===== src/rtl/cfgd_pkg.sv =====
package cfgd_pkg;

  typedef enum logic [1:0] {
    SZ_BYTE  = 2'd0,
    SZ_WORD  = 2'd1,
    SZ_DWORD = 2'd2,
    SZ_RSVD  = 2'd3
  } cfg_size_e;

  typedef enum logic [1:0] {
    ACT_NONE    = 2'd0,
    ACT_ADDR_WR = 2'd1,
    ACT_ADDR_RD = 2'd2,
    ACT_FWD     = 2'd3
  } cfg_act_e;

  localparam logic [31:0] ADDR_KEEP = 32'h80FF_FFFC;

  function automatic logic [31:0] cfg_mask_addr(input logic [31:0] raw);
    return raw & ADDR_KEEP;
  endfunction

  function automatic logic cfg_enabled(input logic [31:0] a);
    return a[31];
  endfunction

  function automatic logic [7:0] cfg_bus(input logic [31:0] a);
    return a[23:16];
  endfunction

  function automatic logic [4:0] cfg_dev(input logic [31:0] a);
    return a[15:11];
  endfunction

  function automatic logic [2:0] cfg_fn(input logic [31:0] a);
    return a[10:8];
  endfunction

  function automatic logic [7:0] cfg_offset(input logic [7:0] base, input logic [1:0] lane);
    return base + {6'd0, lane};
  endfunction

  function automatic logic [31:0] cfg_size_mask(input cfg_size_e sz);
    case (sz)
      SZ_BYTE: return 32'h0000_00FF;
      SZ_WORD: return 32'h0000_FFFF;
      default: return 32'hFFFF_FFFF;
    endcase
  endfunction

endpackage


===== src/rtl/cfgd_addr_reg.sv =====
module cfgd_addr_reg (
  input  logic        clk,
  input  logic        rst_n,
  input  logic        wr_en,
  input  logic [31:0] wdata,
  output logic [31:0] addr_q
);
  import cfgd_pkg::*;

  always_ff @(posedge clk) begin
    if (!rst_n)     addr_q <= 32'd0;
    else if (wr_en) addr_q <= cfg_mask_addr(wdata);
  end

  AST_ADDR_RSVD_ZERO: assert property (@(posedge clk) disable iff (!rst_n)
    (addr_q & ~ADDR_KEEP) == 32'd0);
  AST_ADDR_HOLD: assert property (@(posedge clk) disable iff (!rst_n)
    !wr_en |=> $stable(addr_q));

endmodule


===== src/rtl/cfgd_decode.sv =====
module cfgd_decode #(
  parameter int          PORT_W    = 16,
  parameter logic [15:0] ADDR_PORT = 16'h0CF8,
  parameter logic [15:0] DATA_PORT = 16'h0CFC
) (
  input  logic [PORT_W-1:0]   io_port,
  input  cfgd_pkg::cfg_size_e io_size,
  input  logic                cfg_en,
  input  logic [7:0]          cfg_bus_no,
  input  logic [4:0]          cfg_dev_no,
  input  logic [2:0]          cfg_fn_no,
  input  logic [7:0]          cfg_base_off,
  input  logic [7:0]          tgt_bus,
  input  logic [4:0]          tgt_dev,
  input  logic [2:0]          tgt_fn,
  input  logic                io_wr,
  output cfgd_pkg::cfg_act_e  act,
  output logic [7:0]          fwd_off
);
  import cfgd_pkg::*;

  localparam logic [PORT_W-1:0] A_PORT = PORT_W'(ADDR_PORT);
  localparam logic [PORT_W-1:0] D_PORT = PORT_W'(DATA_PORT);
  localparam logic [PORT_W-1:0] D_LAST = PORT_W'(DATA_PORT + 16'd3);

  logic              hit_addr;
  logic              in_window;
  logic              at_first;
  logic [PORT_W-1:0] rel;
  logic [1:0]        lane;
  logic              target_ok;
  logic              narrow;
  logic              window_ok;

  assign hit_addr  = (io_port == A_PORT);
  assign in_window = (io_port >= D_PORT) && (io_port <= D_LAST);
  assign at_first  = (io_port == D_PORT);
  assign rel       = io_port - D_PORT;
  assign lane      = rel[1:0];
  assign target_ok = (cfg_bus_no == tgt_bus) && (cfg_dev_no == tgt_dev) &&
                     (cfg_fn_no == tgt_fn);
  assign narrow    = (io_size == SZ_BYTE) || (io_size == SZ_WORD);
  assign window_ok = (narrow && in_window) || ((io_size == SZ_DWORD) && at_first);

  always_comb begin
    act     = ACT_NONE;
    fwd_off = 8'd0;
    if (hit_addr && io_size == SZ_DWORD) begin
      act = io_wr ? ACT_ADDR_WR : ACT_ADDR_RD;
    end else if (window_ok && cfg_en && target_ok) begin
      act     = ACT_FWD;
      fwd_off = (io_size == SZ_DWORD) ? cfg_base_off : cfg_offset(cfg_base_off, lane);
    end
  end

endmodule


===== src/rtl/cfgd_fwd_ctrl.sv =====
module cfgd_fwd_ctrl (
  input  logic                clk,
  input  logic                rst_n,
  input  logic                start,
  input  cfgd_pkg::cfg_act_e  act,
  input  logic [7:0]          fwd_off,
  input  cfgd_pkg::cfg_size_e io_size,
  input  logic                io_wr,
  input  logic [31:0]         io_wdata,
  input  logic [31:0]         addr_q,
  output logic                io_done,
  output logic [31:0]         io_rdata,
  output logic                busy,
  output logic                cs_req,
  output logic                cs_wr,
  output logic [7:0]          cs_off,
  output cfgd_pkg::cfg_size_e cs_size,
  output logic [31:0]         cs_wdata,
  input  logic                cs_rvalid,
  input  logic [31:0]         cs_rdata
);
  import cfgd_pkg::*;

  typedef enum logic {ST_IDLE = 1'b0, ST_WAIT = 1'b1} st_e;
  st_e state;

  logic resp_take;
  logic resp_wait;
  assign resp_take = (state == ST_WAIT) && cs_rvalid;
  assign resp_wait = (state == ST_WAIT) && !cs_rvalid;
  assign busy      = (state == ST_WAIT);

  always_ff @(posedge clk) begin
    if (!rst_n) begin
      state    <= ST_IDLE;
      io_done  <= 1'b0;
      io_rdata <= 32'd0;
      cs_req   <= 1'b0;
      cs_wr    <= 1'b0;
      cs_off   <= 8'd0;
      cs_size  <= SZ_BYTE;
      cs_wdata <= 32'd0;
    end else begin
      io_done <= 1'b0;
      cs_req  <= 1'b0;
      if (resp_take) begin
        io_done  <= 1'b1;
        io_rdata <= cs_rdata & cfg_size_mask(cs_size);
        state    <= ST_IDLE;
      end else if (start) begin
        case (act)
          ACT_FWD: begin
            cs_req   <= 1'b1;
            cs_wr    <= io_wr;
            cs_off   <= fwd_off;
            cs_size  <= io_size;
            cs_wdata <= io_wdata;
            io_rdata <= 32'd0;
            if (io_wr) io_done <= 1'b1;
            else       state   <= ST_WAIT;
          end
          ACT_ADDR_RD: begin
            io_done  <= 1'b1;
            io_rdata <= addr_q;
          end
          default: begin
            io_done  <= 1'b1;
            io_rdata <= 32'd0;
          end
        endcase
      end
    end
  end

  AST_REQ_PULSE: assert property (@(posedge clk) disable iff (!rst_n)
    cs_req |=> !cs_req);
  AST_WR_DONE_WITH_REQ: assert property (@(posedge clk) disable iff (!rst_n)
    (cs_req && cs_wr) |-> io_done);
  AST_RD_NO_EARLY_DONE: assert property (@(posedge clk) disable iff (!rst_n)
    resp_wait |=> !io_done);
  AST_RD_DONE_AFTER_RESP: assert property (@(posedge clk) disable iff (!rst_n)
    resp_take |=> (io_done && !busy));
  AST_BYTE_ZERO_EXT: assert property (@(posedge clk) disable iff (!rst_n)
    (resp_take && cs_size == SZ_BYTE) |=> (io_rdata[31:8] == 24'd0));

endmodule


===== src/rtl/cfg_mech_decoder.sv =====
module cfg_mech_decoder #(
  parameter int          PORT_W    = 16,
  parameter logic [15:0] ADDR_PORT = 16'h0CF8,
  parameter logic [15:0] DATA_PORT = 16'h0CFC
) (
  input  logic              clk,
  input  logic              rst_n,
  input  logic              io_req,
  input  logic [PORT_W-1:0] io_port,
  input  logic [1:0]        io_size,
  input  logic              io_wr,
  input  logic [31:0]       io_wdata,
  output logic              io_done,
  output logic [31:0]       io_rdata,
  output logic              io_busy,
  input  logic [7:0]        tgt_bus,
  input  logic [4:0]        tgt_dev,
  input  logic [2:0]        tgt_fn,
  output logic              cs_req,
  output logic              cs_wr,
  output logic [7:0]        cs_off,
  output logic [1:0]        cs_size,
  output logic [31:0]       cs_wdata,
  input  logic              cs_rvalid,
  input  logic [31:0]       cs_rdata
);
  import cfgd_pkg::*;

  logic [31:0] addr_q;
  cfg_act_e    act;
  logic [7:0]  fwd_off;
  logic        start;
  logic        addr_wr_en;
  cfg_size_e   size_in;
  cfg_size_e   size_out;

  assign size_in    = cfg_size_e'(io_size);
  assign start      = io_req && !io_busy;
  assign addr_wr_en = start && (act == ACT_ADDR_WR);
  assign cs_size    = size_out;

  cfgd_addr_reg u_addr (
    .clk    (clk),
    .rst_n  (rst_n),
    .wr_en  (addr_wr_en),
    .wdata  (io_wdata),
    .addr_q (addr_q)
  );

  cfgd_decode #(
    .PORT_W    (PORT_W),
    .ADDR_PORT (ADDR_PORT),
    .DATA_PORT (DATA_PORT)
  ) u_dec (
    .io_port      (io_port),
    .io_size      (size_in),
    .cfg_en       (cfg_enabled(addr_q)),
    .cfg_bus_no   (cfg_bus(addr_q)),
    .cfg_dev_no   (cfg_dev(addr_q)),
    .cfg_fn_no    (cfg_fn(addr_q)),
    .cfg_base_off (addr_q[7:0]),
    .tgt_bus      (tgt_bus),
    .tgt_dev      (tgt_dev),
    .tgt_fn       (tgt_fn),
    .io_wr        (io_wr),
    .act          (act),
    .fwd_off      (fwd_off)
  );

  cfgd_fwd_ctrl u_ctrl (
    .clk       (clk),
    .rst_n     (rst_n),
    .start     (start),
    .act       (act),
    .fwd_off   (fwd_off),
    .io_size   (size_in),
    .io_wr     (io_wr),
    .io_wdata  (io_wdata),
    .addr_q    (addr_q),
    .io_done   (io_done),
    .io_rdata  (io_rdata),
    .busy      (io_busy),
    .cs_req    (cs_req),
    .cs_wr     (cs_wr),
    .cs_off    (cs_off),
    .cs_size   (size_out),
    .cs_wdata  (cs_wdata),
    .cs_rvalid (cs_rvalid),
    .cs_rdata  (cs_rdata)
  );

  AST_FWD_NEEDS_ENABLE: assert property (@(posedge clk) disable iff (!rst_n)
    cs_req |-> addr_q[31]);
  AST_FWD_TARGET_MATCH: assert property (@(posedge clk) disable iff (!rst_n)
    cs_req |-> (addr_q[23:16] == $past(tgt_bus) && addr_q[15:11] == $past(tgt_dev) &&
                addr_q[10:8] == $past(tgt_fn)));
  AST_DWORD_OFFSET: assert property (@(posedge clk) disable iff (!rst_n)
    (cs_req && cs_size == 2'd2) |-> (cs_off == addr_q[7:0]));
  AST_REQ_FOLLOWS_BUS: assert property (@(posedge clk) disable iff (!rst_n)
    cs_req |-> $past(io_req));

endmodule


===== config.mk =====
export PLATFORM = sky130hd
export DESIGN_NAME = cfg_mech_decoder
export DESIGN_NICKNAME = d
export VERILOG_FILES = /design/src/rtl/cfgd_pkg.sv /design/src/rtl/cfgd_addr_reg.sv /design/src/rtl/cfgd_decode.sv /design/src/rtl/cfgd_fwd_ctrl.sv /design/src/rtl/cfg_mech_decoder.sv
export SDC_FILE = /design/constraint.sdc
export NUM_CORES = 1
export LEC_CHECK = 0
export BUFFER_PORTS_ARGS = -buffer_cell sky130_fd_sc_hd__buf_2
export CAP_MARGIN = 20
export CORE_ASPECT_RATIO = 1.75
export CORE_MARGIN = 3
export CORE_UTILIZATION = 38
export DETAILED_ROUTE_END_ITERATION = 8
export PLACE_DENSITY_LB_ADDON = 0.15
export SYNTH_ARGS = -nofsm -noshare
export SYNTH_HDL_FRONTEND = slang
export SYNTH_SLANG_ARGS = --single-unit
export TNS_END_PERCENT = 100

===== constraint.sdc =====
create_clock -name clk -period 2.3 [get_ports clk]
set_clock_uncertainty 0.05 [all_clocks]
set_input_delay 0.46 -clock clk [delete_from_list [all_inputs] [get_ports clk]]
set_output_delay 0.46 -clock clk [all_outputs]
set_load 0.05 [all_outputs]

# After elaboration in Yosys (flattened, before gate mapping)
# Cells that the tools add are included.
# classes
n_addsub	2
order_cmp	2
n_eq_ne	11
mux	17
n_bitwise	5
n_reduce_logical	21
# ops
op	n
32-bit two-way mux	5
32-bit one-hot mux with 2 select lines	1
32-bit AND	1
16-bit by 12-bit == test with 1-bit output, second input constant	2
8-bit two-way mux	3
16-bit by 12-bit >= comparator with 1-bit output, second input constant	1
16-bit by 12-bit less-or-equal comparator with 1-bit output, second input constant	1
1-bit logical AND	11
8-bit by 2-bit adder with 8-bit output	1
8-bit == test	1
2-bit by 1-bit == test with 1-bit output, second input constant	3
2-bit == test, second input constant	3
2-bit two-way mux	3
3-bit AND reduction	2
5-bit == test	1
1-bit two-way mux	5
2-bit zero test	2
1-bit NOT	4
3-bit == test	1
3-bit OR reduction	1
1-bit logical OR	2
2-bit nonzero test	1
2-bit OR reduction	1
2-bit by 1-bit subtractor with 2-bit output, second input constant	1
1-bit zero test	1
# word_totals
reg_bits	101
output_inout_bits	78
elab_cells	67

# Depth between registers and ports, before layout
# depth
ltp_word	12
mapped_depth	8

# Cells and area by module
# From an unflattened synthesis, not the netlist that was laid out.
# unflattened
cells_unflattened	526
hier_area_um2	5197.5
# by_module_without_submodules
module	n_inst	cells_each	area_per_inst_um2
cfgd_fwd_ctrl	1	369	3682.3
cfgd_addr_reg	1	84	964.7
cfgd_decode	1	71	529.3
cfg_mech_decoder	1	2	21.3

# Worst setup path after synthesis
# OpenSTA, ideal clock, no wires.
# synth_timing
path_type	input-to-reg
start	in io_port[12]
end	reg u_ctrl.cs_off[0]
setup_ns	0.070
t_arrival_ns	2.324
path_slack_ns	-0.144
stages	6
n_path_buf	1
cell_sequence	or3b_1 > or4b_4 > a21o_1 > buf_2 > or4_1 > a21boi_1
# synth_via
elab_chain_cells	10
# synth_lines
item	line_no	rtl
start: declaration	cfg_mech_decoder.sv:9	input logic [PORT_W-1:0] io_port,
16-bit by 12-bit >= comparator with 1-bit output or 16-bit by 12-bit less-or-equal comparator with 1-bit output (tied branches)	cfgd_decode.sv:36	assign in_window = (io_port >= D_PORT) && (io_port <= D_LAST);
1-bit logical AND	cfgd_decode.sv:36	
1-bit logical AND	cfgd_decode.sv:43	assign window_ok = (narrow && in_window) || ((io_size == SZ_DWORD) && at_first);
1-bit logical OR	cfgd_decode.sv:43	
1-bit logical AND (2 in a row)	cfgd_decode.sv:50	end else if (window_ok && cfg_en && target_ok) begin
2-bit two-way mux	cfgd_decode.sv:50	
2-bit two-way mux	cfgd_decode.sv:48	if (hit_addr && io_size == SZ_DWORD) begin
2-bit == test	cfgd_fwd_ctrl.sv:51	case (act)
3-bit AND reduction (no source line)	n/a	
end signal: assignment	cfgd_fwd_ctrl.sv:55	cs_off <= fwd_off;
end: declaration	cfgd_fwd_ctrl.sv:16	output logic [7:0] cs_off,
# Parallel ways exist; a longest one is shown, timed or not.
# A chain may end at the register's enable or synchronous reset.

# Worst setup path after layout
# layout_timing
start	in io_port[13]
end	reg u_ctrl.cs_wdata[24]
# layout_via
elab_chain_cells	10
# layout_lines
item	line_no	rtl
16-bit by 12-bit >= comparator with 1-bit output or 16-bit by 12-bit less-or-equal comparator with 1-bit output (tied branches)	cfgd_decode.sv:36	
1-bit logical AND	cfgd_decode.sv:36	
1-bit logical AND	cfgd_decode.sv:43	
1-bit logical OR	cfgd_decode.sv:43	
1-bit logical AND (2 in a row)	cfgd_decode.sv:50	
2-bit two-way mux	cfgd_decode.sv:50	
2-bit two-way mux (*)	cfgd_decode.sv:48	
2-bit == test (*)	cfgd_fwd_ctrl.sv:51	
3-bit AND reduction (no source line) (*)	n/a	
end signal: assignment	cfgd_fwd_ctrl.sv:57	cs_wdata <= io_wdata;
end: declaration	cfgd_fwd_ctrl.sv:18	output logic [31:0] cs_wdata,
# Every way passes the cells marked *; elsewhere a longest branch is shown, timed or not.

==> results by stage <==
Synthesis:
- The synthesized design devotes to its leading area cell type 45.1% of total area.
- Synthesis handed over a netlist of 499 instances.
- The portion of netlist area occupied by mux cells is 0%.
- The simple-gate area share of the yosys netlist is 18.5%.
- The synthesized-area fraction occupied by ao, oa, aoi and oai cells is 28.7%.
- Summing the areas of all xor and xnor instances in the mapped netlist gives 3.13% of the synthesized area.
- By area, the combinational part of the netlist is dominated by compound AO/OA/AOI/OAI gates.
- The post-synthesis sequential area ratio is 45.1%.
- Summing every instance area after synthesis gives 4480 µm².
- The synthesized netlist contains 34 unique library cells.
- A synthesized cell averages 8.98 µm².
- The flip-flop and latch count after synthesis is 101.
- The share of synthesized cell area in full adder, half adder and majority cells is 0%.
- In the post-synthesis netlist, the biggest area contributors are dfxtp_1 (45%), a21boi_0 (14%), o31ai_1 (7.2%).
- Synthesis produced a netlist with a net count of 602.
- The biggest area contributor in the post-synthesis netlist is dfxtp_1.
- The synthesis warning total is 0.

Worst hold path:
- The startpoint of the most critical hold path is io_wdata[26].
- The worst hold path depth is 3.
- For hold timing, the worst endpoint is u_ctrl.cs_wdata[26].
- The tightest min-delay check is of the input port to register type.

Placed design:
- The worst slack after detailed placement is -0.170 ns.
- The detailed-placement wirelength estimate is 10.4 mm.
- The final weighted congestion in routability-driven placement is 0.789.
- Input and output buffers added on the ports amount to 180.
- Summing all placed instances gives a cell area of 5690 µm².

Worst setup path:
- Data on the critical path arrives at its endpoint at 2.37 ns.
- STA classifies the critical path endpoint as a register.
- The worst register-to-register path has a setup slack of 0.22 ns.
- The type of the worst setup path is input port to register.
- The endpoint of the worst register-to-register path is u_addr.addr_q[18].
- The required time at the worst-slack endpoint is 2.52 ns.
- STA classifies the critical path startpoint as an input port.
- The maximum fanout along the worst path is 43.
- The launch instance of the worst register-to-register path is u_ctrl.busy.
- For the worst flop-to-flop path, the logic depth is 7.

Final layout:
- For this run, the post-layout net count is 770.
- The library cells used most frequently in the layout, excluding fill and tap cells, are buf_2 (180), dfxtp_1 (101), a21boi_0 (86), nand2_1 (71), nand4_1 (46).
- With fillers left out, the area of the finished cells amounts to 6030 µm².
- The most common library cell in the layout ignoring fill and taps is buf_2.
- The final-layout fill cell count is 1074.
- The area growth from synthesis to layout is 34.6%.
- Cells with a size suffix above 1 make up 35.4% of the layout.

Detailed routing:
- The final layout contains routed wiring with a total length of 14.6 mm.
- In the final routed layout, each cell accounts on average for 18.1 µm.
- The first-pass iteration count of the detailed router is 4.
- After detailed routing, the number of vias per cell comes to 5.54.
- Summing over every cut layer, the via total after detailed routing is 4461.
- The detail route stage leaves a number of antenna-violating nets equal to 0.
- For this run, design rule violations remaining after detail routing come to 0.
- The detailed router's first-iteration violation count is 203.

Timing:
- The post-layout minimum cycle time is 2.16 ns.
- The max-slew violation count was 0.
- The transition at the pin with the smallest max-transition slack is 0.605 ns.
- The tightest slew margin relative to the limit is 59.7%.
- The number of hold violations in the final report is 0.
- Setup repair after global routing left no endpoint under its margin.
- The worst-case setup margin in the final layout is 0.143 ns.
- The final critical path takes up 93.8% of the cycle.
- Setup violations remaining at the end of the flow were counted as 0.
- The maximum clock rate is 0.464 GHz.

Status:
- The flow ran to the end, and the final reports show no timing, DRC or antenna violations.

Global route:
- The first-pass GRT wire length is 22.9 mm.
- The initial antenna violation count was 2.
- The via count of the first global-routing pass is 4611.
- In the global route stage, overall resource usage came out at 21.9%.
- Summed over all layers, the global routing overflow is 0.
- Entering global routing, the biggest net connects 102 pins.

Power:
- The power density of the placed cells is 602 nW/µm².
- For this design the static power due to leakage is 2.35 nW.
- The largest voltage drop on the vdd net is 369 µV.

Floorplan:
- From left edge to right edge, the die measures 88.1 µm.
- The standard-cell row count is 51.
- The overall die area is 13200 µm².
- The die extent in y is 150 µm.
- In this run the count of I/O pins placed on the die edge is 181.
- The region available for standard cell placement spans 11300 µm².
- The initial utilization of the core area, before any placement, comes to 39.7%.

Clocking:
- Buffers inserted to repair hold after CTS numbered 0.
- The CTS tree is built.
- The largest buffer count on any clock path is 2.
- In this run the clock root is driven by a clkbuf_16.
- The depth of the CTS H-tree is 3.
- The clock reaches the later pin of the worst-skew pair after 0.34 ns.
- After clock tree synthesis, the setup repair step added 0 buffers.
- The number of instances resized during post-cts repair is 0.
- The number of buffers created by CTS is 9.
- The number of sinks on the clock net is 101.
- The clock slew at the register clock pins of the worst setup and hold paths is 0.07 ns.

Job:
- Max-cap violations in this run came to 0.
## synthesized netlist by cell type
master     instances
dfxtp_1          101
a21boi_0          86
nand2_1           71
clkbuf_1          46
nand4_1           46
o31ai_1           43
a22oi_1           32
xnor2_1           16
nor2b_1           10
buf_2              5
a21boi_1           4
nand3_1            4
nor2_1             4
nand2b_1           3
or3_1              3
and3_1             2
buf_1              2
nor3_1             2
nor4_1             2
or4_1              2
or4b_2             2
a211oi_1           1
a21o_1             1
a21oi_2            1
a2bb2oi_1          1
a31o_2             1
and2_1             1
and3b_1            1
and4_1             1
nand4bb_1          1
nor3_2             1
o21a_1             1
or3b_1             1
or4b_4             1
## worst max-delay path by stage
stage	endpoint	cells after the start	slack [ns]	start
4_1_cts	u_addr.addr_q[9]	7	0.13	u_ctrl.busy
6_report	u_ctrl.cs_wdata[24]	8	0.14	io_port[13]
3_3_place_gp	u_addr.addr_q[10]	8	-0.18	io_port[15]
3_5_place_dp	u_ctrl.cs_wdata[12]	7	-0.17	io_port[13]
5_1_grt	u_ctrl.io_rdata[8]	8	0.01	io_port[13]
2_1_floorplan	u_ctrl.cs_off[2]	7	-0.03	io_port[13]
## sequential cells by signal (all words and copies together), names as in the netlist
register,flops
u_addr.addr_q,23
u_ctrl.busy,1
u_ctrl.cs_off,8
u_ctrl.cs_req,1
u_ctrl.cs_size,2
u_ctrl.cs_wdata,32
u_ctrl.cs_wr,1
u_ctrl.io_done,1
u_ctrl.io_rdata,32
## per-stage QoR
stage / power (mW) / hold slack [ns] / cells / setup TNS, ns / utilization, %
floorplan: 1.87 / 0.405 / 499 / -1.08 / -
global placement: 2.00 / 0.408 / 788 / -8.35 / 50.4
detailed placement: 2.00 / 0.418 / 788 / -8.34 / 50.4
CTS: 3.67 / 0.320 / 804 / 0 / 53.4
global route: 3.75 / 0.334 / 805 / 0 / 53.4
finish: 3.63 / 0.326 / 805 / 0 / 53.4
## layer usage
metal,share of wire [%],GRT usage (%),vias to the layer above
met4,2.2,8.55,2
met2,50,37.6,158
met3,6.1,4.02,22
met1,41,26.8,2101
li1,-,-,2178
met5,0.075,0,-
## final cells by class
type                       instances  area [µm²]  area share (%)
tap                              132         165            2.74
timing repair buffer             210        1230            20.3
clock inverter                     5        82.6            1.37
multi-input combinational        345        2280            37.8
sequential                       101        2020            33.5
clock buffer                      11         253            4.19
antenna                            1        2.50          0.0415
## cells by family (layout without fill, tap and decap cells)
family	Yosys count	after routing
DFF	101	101
buffers and inverters	53	226
AOI/OAI and AO/OA	171	171
other	0	1
and+or+nand+nor	158	158
xor gates and xnor gates	16	16
## worst max-delay path: stages
cell and delay (ns):
buf_2 0.09, or3b_1 0.41, or4b_4 0.52, buf_4 0.18, a21oi_4 0.13, buf_12 0.24
nand4_1 0.12, a21boi_0 0.20
## power by group
part / switching (mW) / leakage [nW] / total [mW] / internal (mW)
Sequential: 0.000257 / 0.813 / 1.75 / 1.75
Clock: 0.655 / 0.166 / 1.67 / 1.01
Combinational: 0.101 / 1.37 / 0.217 / 0.116
No activity file was read; power rests on OpenSTA's default activity.
